## config.mk

```make
export PLATFORM = sky130hd
export DESIGN_NAME = canfd_bittime
export DESIGN_NICKNAME = d
export VERILOG_FILES = /design/src/rtl/canfd_bt_pkg.sv /design/src/rtl/canfd_bt_params.sv /design/src/rtl/canfd_bt_quanta.sv /design/src/rtl/canfd_bt_phase.sv /design/src/rtl/canfd_bittime.sv
export SDC_FILE = /design/constraint.sdc
export NUM_CORES = 1
export LEC_CHECK = 0
export BUFFER_PORTS_ARGS = -buffer_cell sky130_fd_sc_hd__buf_2
export CAP_MARGIN = 20
export CORE_ASPECT_RATIO = 0.9
export CORE_MARGIN = 2
export CORE_UTILIZATION = 30
export DETAILED_ROUTE_END_ITERATION = 6
export PLACE_DENSITY = 0.49
export SLEW_MARGIN = 10
export SYNTH_ARGS = -nofsm -noshare
export SYNTH_HDL_FRONTEND = slang
export SYNTH_HIERARCHICAL = 1
export SYNTH_SLANG_ARGS = --single-unit
```

## constraint.sdc

```tcl
create_clock -name clk -period 3.7 [get_ports clk]
set_input_delay 0.74 -clock clk [delete_from_list [all_inputs] [get_ports clk]]
set_output_delay 0.74 -clock clk [all_outputs]
set_load 0.03 [all_outputs]
```

## src/rtl/canfd_bt_pkg.sv

```systemverilog
package canfd_bt_pkg;
  typedef enum logic {SEG_PRE = 1'b0, SEG_POST = 1'b1} seg_e;
  localparam int SET_NOM = 0;
  localparam int SET_DAT = 1;
  localparam int NUM_SETS = 2;
endpackage

```

## src/rtl/canfd_bt_params.sv

```systemverilog
module canfd_bt_params #(
  parameter int PW = 6,
  parameter int QW = 7
) (
  input  logic clk,
  input  logic rst,
  input  logic capture,
  input  logic [canfd_bt_pkg::NUM_SETS-1:0][PW-1:0] presc_in,
  input  logic [canfd_bt_pkg::NUM_SETS-1:0][QW-1:0] pre_in,
  input  logic [canfd_bt_pkg::NUM_SETS-1:0][QW-1:0] post_in,
  input  logic fd_in,
  input  logic brs_in,
  output logic [canfd_bt_pkg::NUM_SETS-1:0][PW-1:0] presc_q,
  output logic [canfd_bt_pkg::NUM_SETS-1:0][QW-1:0] pre_q,
  output logic [canfd_bt_pkg::NUM_SETS-1:0][QW-1:0] post_q,
  output logic fd_q,
  output logic brs_q
);
  // one shadow set per timing phase; zero values are clamped to one
  for (genvar s = 0; s < canfd_bt_pkg::NUM_SETS; s++) begin : g_set
    logic [PW-1:0] p_r;
    logic [QW-1:0] a_r;
    logic [QW-1:0] b_r;
    always_ff @(posedge clk) begin
      if (rst) begin
        p_r <= PW'(1);
        a_r <= QW'(1);
        b_r <= QW'(1);
      end else if (capture) begin
        p_r <= (presc_in[s] == '0) ? PW'(1) : presc_in[s];
        a_r <= (pre_in[s]   == '0) ? QW'(1) : pre_in[s];
        b_r <= (post_in[s]  == '0) ? QW'(1) : post_in[s];
      end
    end
    assign presc_q[s] = p_r;
    assign pre_q[s]   = a_r;
    assign post_q[s]  = b_r;
  end

  always_ff @(posedge clk) begin
    if (rst) begin
      fd_q  <= 1'b0;
      brs_q <= 1'b0;
    end else if (capture) begin
      fd_q  <= fd_in;
      brs_q <= brs_in;
    end
  end
endmodule

```

## src/rtl/canfd_bt_quanta.sv

```systemverilog
module canfd_bt_quanta #(
  parameter int PW = 6,
  parameter int QW = 7
) (
  input  logic          clk,
  input  logic          rst,
  input  logic          run,
  input  logic          restart,
  input  logic [PW-1:0] presc,
  input  logic [QW-1:0] pre,
  input  logic [QW-1:0] post,
  output logic          pre_done,
  output logic          post_done
);
  import canfd_bt_pkg::*;

  logic [PW-1:0] pcnt;
  logic [QW-1:0] qcnt;
  seg_e          seg;
  logic          qtick;
  logic          seg_last;
  logic          active;

  assign active   = run && !restart;
  assign qtick    = (pcnt >= presc - PW'(1));
  assign seg_last = (seg == SEG_PRE) ? (qcnt >= pre - QW'(1))
                                     : (qcnt >= post - QW'(1));
  assign pre_done  = active && qtick && seg_last && (seg == SEG_PRE);
  assign post_done = active && qtick && seg_last && (seg == SEG_POST);

  always_ff @(posedge clk) begin
    if (rst || !active) begin
      pcnt <= '0;
      qcnt <= '0;
      seg  <= SEG_PRE;
    end else if (qtick) begin
      pcnt <= '0;
      if (seg_last) begin
        qcnt <= '0;
        seg  <= (seg == SEG_PRE) ? SEG_POST : SEG_PRE;
      end else begin
        qcnt <= qcnt + QW'(1);
      end
    end else begin
      pcnt <= pcnt + PW'(1);
    end
  end
endmodule

```

## src/rtl/canfd_bt_phase.sv

```systemverilog
module canfd_bt_phase (
  input  logic clk,
  input  logic rst,
  input  logic run,
  input  logic restart,
  input  logic switch_ok,
  input  logic brs_mark,
  input  logic crcdel_mark,
  input  logic sample_now,
  output logic data_phase
);
  logic brs_arm;
  logic crc_arm;

  always_ff @(posedge clk) begin
    if (rst || !run || restart) begin
      data_phase <= 1'b0;
      brs_arm    <= 1'b0;
      crc_arm    <= 1'b0;
    end else if (sample_now) begin
      brs_arm <= 1'b0;
      crc_arm <= 1'b0;
      if ((brs_arm || brs_mark) && switch_ok)
        data_phase <= 1'b1;
      else if (crc_arm || crcdel_mark)
        data_phase <= 1'b0;
    end else begin
      if (brs_mark)    brs_arm <= 1'b1;
      if (crcdel_mark) crc_arm <= 1'b1;
    end
  end
endmodule

```

## src/rtl/canfd_bittime.sv

```systemverilog
module canfd_bittime #(
  parameter int PRESC_W = 6,
  parameter int TQ_W    = 7
) (
  input  logic               clk,
  input  logic               rst,
  input  logic               cfg_mode,
  input  logic [PRESC_W-1:0] nom_presc,
  input  logic [TQ_W-1:0]    nom_tq_pre,
  input  logic [TQ_W-1:0]    nom_tq_post,
  input  logic [PRESC_W-1:0] dat_presc,
  input  logic [TQ_W-1:0]    dat_tq_pre,
  input  logic [TQ_W-1:0]    dat_tq_post,
  input  logic               fd_enable,
  input  logic               rate_sw_enable,
  input  logic               bus_idle,
  input  logic               hsync_edge,
  input  logic               brs_mark,
  input  logic               crcdel_mark,
  output logic               sample_stb,
  output logic               bit_end_stb,
  output logic               data_phase
);
  import canfd_bt_pkg::*;

  logic [NUM_SETS-1:0][PRESC_W-1:0] presc_in, presc_q;
  logic [NUM_SETS-1:0][TQ_W-1:0]    pre_in, pre_q, post_in, post_q;
  logic fd_lat, brs_lat;
  logic run, restart;
  logic pre_done, post_done;
  logic [PRESC_W-1:0] cur_presc;
  logic [TQ_W-1:0]    cur_pre, cur_post;

  assign presc_in[SET_NOM] = nom_presc;
  assign presc_in[SET_DAT] = dat_presc;
  assign pre_in[SET_NOM]   = nom_tq_pre;
  assign pre_in[SET_DAT]   = dat_tq_pre;
  assign post_in[SET_NOM]  = nom_tq_post;
  assign post_in[SET_DAT]  = dat_tq_post;

  assign run     = !cfg_mode;
  assign restart = run && bus_idle && hsync_edge;

  canfd_bt_params #(.PW(PRESC_W), .QW(TQ_W)) u_params (
    .clk(clk), .rst(rst), .capture(cfg_mode),
    .presc_in(presc_in), .pre_in(pre_in), .post_in(post_in),
    .fd_in(fd_enable), .brs_in(rate_sw_enable),
    .presc_q(presc_q), .pre_q(pre_q), .post_q(post_q),
    .fd_q(fd_lat), .brs_q(brs_lat)
  );

  // active set follows the registered phase flag, so the segment after a
  // switching sample point already runs on the new values
  always_comb begin
    if (data_phase) begin
      cur_presc = presc_q[SET_DAT];
      cur_pre   = pre_q[SET_DAT];
      cur_post  = post_q[SET_DAT];
    end else begin
      cur_presc = presc_q[SET_NOM];
      cur_pre   = pre_q[SET_NOM];
      cur_post  = post_q[SET_NOM];
    end
  end

  canfd_bt_quanta #(.PW(PRESC_W), .QW(TQ_W)) u_quanta (
    .clk(clk), .rst(rst), .run(run), .restart(restart),
    .presc(cur_presc), .pre(cur_pre), .post(cur_post),
    .pre_done(pre_done), .post_done(post_done)
  );

  canfd_bt_phase u_phase (
    .clk(clk), .rst(rst), .run(run), .restart(restart),
    .switch_ok(fd_lat && brs_lat),
    .brs_mark(brs_mark), .crcdel_mark(crcdel_mark),
    .sample_now(pre_done),
    .data_phase(data_phase)
  );

  always_ff @(posedge clk) begin
    if (rst) begin
      sample_stb  <= 1'b0;
      bit_end_stb <= 1'b0;
    end else begin
      sample_stb  <= pre_done;
      bit_end_stb <= post_done;
    end
  end
endmodule

```

=== Yosys cells after proc, flatten, opt, wreduce, memory -nomap -nowiden ===
Index checks and enable logic that the tools add are counted.

* Output and inout bits: 3
* Register bits after elaboration: 61

* Reductions and logical operators: 28
* Bitwise logic cells: 1
* Magnitude comparators: 3
* Multiplexer cells: 14
* Add/subtract/negate cells: 5

{| class="wikitable"
|+ Operators by type and width
! cell !! number
|-
| $mux W7 || 7
|-
| $logic_not A7 Y1 || 4
|-
| $mux W6 || 3
|-
| $ge A7 B7 Y1 || 2
|-
| $sub A7 B1 Y7 const B || 2
|-
| $logic_not A6 Y1 || 2
|-
| $logic_and A1 B1 Y1 || 9
|-
| $add A7 B1 Y7 const B || 1
|-
| $add A6 B1 Y6 const B || 1
|-
| $ge A6 B6 Y1 || 1
|-
| $sub A6 B1 Y6 const B || 1
|-
| $logic_or A1 B1 Y1 || 5
|-
| $mux W1 || 4
|-
| $reduce_and A2 Y1 || 2
|-
| $reduce_or A2 Y1 || 2
|-
| $logic_not A1 Y1 || 3
|-
| $reduce_bool A2 Y1 || 1
|-
| $not A1 Y1 || 1
|}

=== Logic depth before layout (Yosys ltp) ===
* Word-level depth: 9
* Gate-level depth with buffers: 15
* Depth with buffers taken out: 13

=== Cells and area by module ===
The synthesis kept the hierarchy.

{| class="wikitable"
|+ By module, submodules not included
! module !! area each (sq um) !! cells each !! instances
|-
| canfd_bt_params || 1,571.5 || 156 || 1
|-
| canfd_bt_quanta || 1,412.6 || 164 || 1
|-
| canfd_bittime || 394.1 || 29 || 1
|-
| canfd_bt_phase || 125.1 || 12 || 1
|}

=== Worst setup path before layout ===
Ideal clock, no wire load.

* Path kind: reg-to-reg
* Start point: register u_phase.data_phase
* End point: register u_phase.data_phase
* Arrival: 3.045 ns
* Clock period less this slack: 3.163 ns
* Setup slack: 0.537 ns
* Cell stages (with the launch flop): 15
* Buffers on the path: 2
* Data required time: 3.582 ns
* Path through: dfxtp_1 > buf_6 > mux2_4 > inv_1 > ha_1 > nand3b_1 > xor2_1 > ha_1 > o2111ai_1 > o21ai_2 > nand2_4 > buf_8 > nor4_2 > o21ai_0 > o2bb2ai_1

* Longest elaborated chain between the ends: 7
* Elaborated cells on any way between the ends: 14
* Classes of those cells: 3 x add/sub; 3 x order compare; 4 x mux; 4 x reduce/logical

{| class="wikitable"
|+ Ends and longest elaborated chain
! item !! RTL line !! RTL
|-
| start, declared || canfd_bt_phase.sv:10 || <nowiki>output logic data_phase</nowiki>
|-
| start signal, assigned || canfd_bt_phase.sv:17 || <nowiki>data_phase <= 1'b0;</nowiki>
|-
| start signal, assigned || canfd_bt_phase.sv:24 || <nowiki>data_phase <= 1'b1;</nowiki>
|-
| start signal, assigned || canfd_bt_phase.sv:26 || <nowiki>data_phase <= 1'b0;</nowiki>
|-
| $mux W7 || canfd_bittime.sv:55 || <nowiki>if (data_phase) begin</nowiki>
|-
| via cur_pre[0] || canfd_bittime.sv:32 || <nowiki>logic [TQ_W-1:0] cur_pre, cur_post;</nowiki>
|-
| $sub A7 B1 Y7 || canfd_bt_quanta.sv:26 || <nowiki>assign seg_last = (seg == SEG_PRE) ? (qcnt >= pre - QW'(1))</nowiki>
|-
| $ge A7 B7 Y1 || canfd_bt_quanta.sv:26 ||
|-
| $mux W1 || canfd_bt_quanta.sv:26 ||
|-
| $logic_and A1 B1 Y1 (2 in a row) || canfd_bt_quanta.sv:28 || <nowiki>assign pre_done = active && qtick && seg_last && (seg == SEG_PRE);</nowiki>
|-
| via pre_done || canfd_bittime.sv:30 || <nowiki>logic pre_done, post_done;</nowiki>
|-
| $reduce_and A2 Y1 (no source line) || n/a ||
|}

The timed path passes the listed nets, and every way through them passes these cells.
A chain may end at the register's enable or synchronous reset.

=== Worst setup path after layout ===
Same ends and word-level chain as after synthesis.

==> flow_metrics.tcl <==
set metrics [dict create \
    vias_per_cell 4.61 \
    clockRootBuffer "clkbuf_16" \
    cts_buffers 9 \
    drc 0 \
    cp_common_cell "ha_1" \
    htreeDepth 3 \
    routed_wl_um 7470 \
    port_buffers 51 \
    finalSetupTns_ns 0 \
    slew_viol_final 0 \
    row_count 37 \
    sw_frac_of_total_pct 24.9 \
    synth_cells 361 \
    cts_tree "yes" \
    syn_nets 435 \
    clk_pin_slew_ns 0.06 \
    vias 2636 \
    layout-drive-gt1-share_pct 25.5 \
    setup_viol 0 \
    setup_slack_ns 0.516 \
    dp_hpwl_um 5550 \
    fmax_mhz 314 \
    ant_nets 0 \
    holdBufCountCts 0 \
    switching_power_w 0.000454 \
    yosysMostFrequentCell "dfxtp_1" \
    finalCriticalPeriod_ns 3.18 \
    synth_top_flop_cell "dfxtp_1" \
    firstDrtPassIters 4 \
    maxCapViolCount 0 \
    synth_compound_area_share_pct 8.71 \
    critical_path_class "reg2reg" \
    slowest_delay_ns 0.45 \
    num_antenna_cells 0 \
    core_region_area_um2 11400 \
    p_leak_nw 1.80 \
    io_pins 52 \
    nets 485 \
    fillCellCount 1178 \
    clock-sinks 61 \
    die_h_um 107 \
    cp.required_ns 3.92 \
    hold_class "reg2reg" \
    fin_skew_ns 0.00956 \
    drtIter0Drc 90 \
    synth_top_area_share_pct 34.9 \
    clock_latency_ns 0.33 \
    clkPwrFrac_pct 47.3 \
    yosys_register_bits 61 \
    ir_drop_mv 0.192 \
    status "complete, no violations" \
    async_flop_share_pct 0 \
    syn_area_um2 3500 \
    cts_resized 0 \
    antenna_found_initial 0 \
    syn_avg_cell_area_um2 9.70 \
    seqPwrFrac_pct 38.9 \
    synth_cell_types 54 \
    post_cts_buffers 0 \
    crit_fanout 22 \
    grt_use_total_pct 12.9 \
    initial_core_util_pct 30.8 \
    synthSimpleGateAreaFrac_pct 20.2 \
    synthAdderAreaFrac_pct 8.93 \
    hold_violations 0 \
    synth_edf_count 0 \
    grt_pass1_wl_um 13000 \
    rsz0062_at_grt "no" \
    worst_pin_slew_ns 0.711 \
    end_kind "flop" \
    comb_power_share_pct 13.8 \
    die_w_um 118 \
    finalCritPeriodShare_pct 86.1 \
    p_int_w 0.00137 \
    worstPathCellList "buf_12 -> mux2_4 -> inv_1 -> ha_1 -> nand3b_1 -> xor2_1 -> ha_1 -> o2111ai_1 -> o21ai_2 -> nand2_4 -> nor4_2 -> o21ai_0 -> o2bb2ai_1" \
    grt_pass1_vias 2710 \
    ys_top_cells_by_count "dfxtp_1, nor2_1, mux2i_1" \
    clk_path_buf_depth 2 \
    gp_congestion 0.762 \
    synth_area_leaders "dfxtp_1, mux2i_1, ha_1, mux2_4, nor2_1" \
    crit_arrival_ns 3.40 \
    yosysSeqAreaShare_pct 34.9 \
    muxShareOfSynthArea_pct 18.9 \
    yosys.area.top_type "dfxtp_1" \
    grt_overflow 0 \
    cpMaxStageDelayCell "nor4_2" \
    pre_cts_ws_ns 0.514 \
    ys_warn_count 6 \
    area_growth_pct 20.0 \
    die_area_um2 12600 \
    synthXorXnorAreaFrac_pct 4.50 \
    wl_per_cell_um 13.1 \
    start_kind "flop" \
    grt_start_max_net_pins 49 \
    power.density_nw_per_um2 433 \
    slew_headroom_pct 52.6 \
    synth_top_family_by_area "simple AND/OR/NAND/NOR gates" \
]
## per-layer routing
| metal | routed length, µm | global-route usage (%) | vias to the layer above | share of wire [%] |
|---|---|---|---|---|
| met1 | 4040 | 17.9 | 1202 | 54 |
| met3 | 327 | 3.92 | 7 | 4.4 |
| met5 | 0 | 0 | - | 0 |
| met4 | 76 | 3.87 | 0 | 1.0 |
| met2 | 3030 | 19.0 | 49 | 40 |
| li1 | - | - | 1378 | - |
## power groups by stage
stage	clock network [W]	registers, W	logic (W)
2_1_floorplan	0	0.000715	0.000194
6_report	0.000860	0.000708	0.000251
3_3_place_gp	0	0.000722	0.000249
3_5_place_dp	0	0.000723	0.000252
4_1_cts	0.000882	0.000709	0.000254
5_1_grt	0.000920	0.000712	0.000284
## cells by family (layout without fill, tap and decap cells)
logic type,Yosys count,after routing
and+or+nand+nor,136,136
DFF,61,61
muxes,56,56
AOI/OAI and AO/OA,40,40
adders and majority gates,25,25
buffers and inverters,25,80
xor gates and xnor gates,18,18
## critical path: cells and delay by family (launching register included)
family,cells,cell delay (ns)
adder cells (fa/ha/maj),2,0.51
AO/OA/AOI/OAI,4,0.70
flip-flops,1,0.35
XOR/XNOR,1,0.16
AND/OR/NAND/NOR,3,0.71
buffers and inverters,2,0.30
multiplexers,1,0.32
## flip-flops by register name (all words and copies together), names as in the netlist
register,count
u_params/g_set.a_r,14
u_params/fd_q,1
u_params/brs_q,1
u_quanta/pcnt,6
u_params/g_set.b_r,14
bit_end_stb,1
u_quanta/qcnt,7
u_phase/data_phase,1
u_phase/crc_arm,1
u_params/g_set.p_r,12
sample_stb,1
u_quanta/seg,1
u_phase/brs_arm,1
## layout by cell type (no fill, tap or decap), drive strengths merged, types with 2 or more instances in the layout
master     n
or2        3
nor4       5
nand2     17
clkinvlp   2
nor2      55
o21ai      7
a21o       3
dfxtp     61
buf       55
o31a       2
nor3      12
a31oi      2
nor3b      6
nand2b     5
mux2i     36
nor2b      3
mux2      20
o21a       3
a21oi     13
inv        9
ha        25
xnor2      8
clkbuf    11
o2111ai    2
xor2      10
nand3b     2
nand3     17
a2111oi    2
clkinv     2
a211oi     2
or4        2
## final cells by class
class / count / area, µm² / area share, %
clock inverters: 5 / 58.8 / 1.40
clock buffers: 11 / 253 / 6.01
well taps: 156 / 195 / 4.64
repair buffers: 55 / 298 / 7.08
inverters: 9 / 33.8 / 0.804
flip-flops and latches: 61 / 1220 / 29.0
multi-input cells: 275 / 2140 / 51.0
## per-stage QoR
| stage | util, % | power, W | std cells | hold WS, ns | cell area [µm²] |
|---|---|---|---|---|---|
| global placement | 34.2 | 0.000972 | 556 | 0.454 | 3890 |
| detailed placement | 34.2 | 0.000974 | 556 | 0.459 | 3890 |
| global route | 36.9 | 0.00192 | 572 | 0.485 | 4200 |
| finish | 36.9 | 0.00182 | 572 | 0.474 | 4200 |
| floorplan | - | 0.000909 | 361 | 0.430 | 3500 |
| CTS | 36.9 | 0.00184 | 572 | 0.475 | 4200 |
## final timing paths
path,from,end,slack [ns],cells after the start
hold / removal,u_quanta/pcnt[0],u_quanta/pcnt[0],0.47,1
setup reg to reg,u_phase/data_phase,u_phase/data_phase,0.52,13
hold reg to reg,u_quanta/pcnt[0],u_quanta/pcnt[0],0.47,1
setup / recovery,u_phase/data_phase,u_phase/data_phase,0.52,13
(Power assumes the default switching activity.)
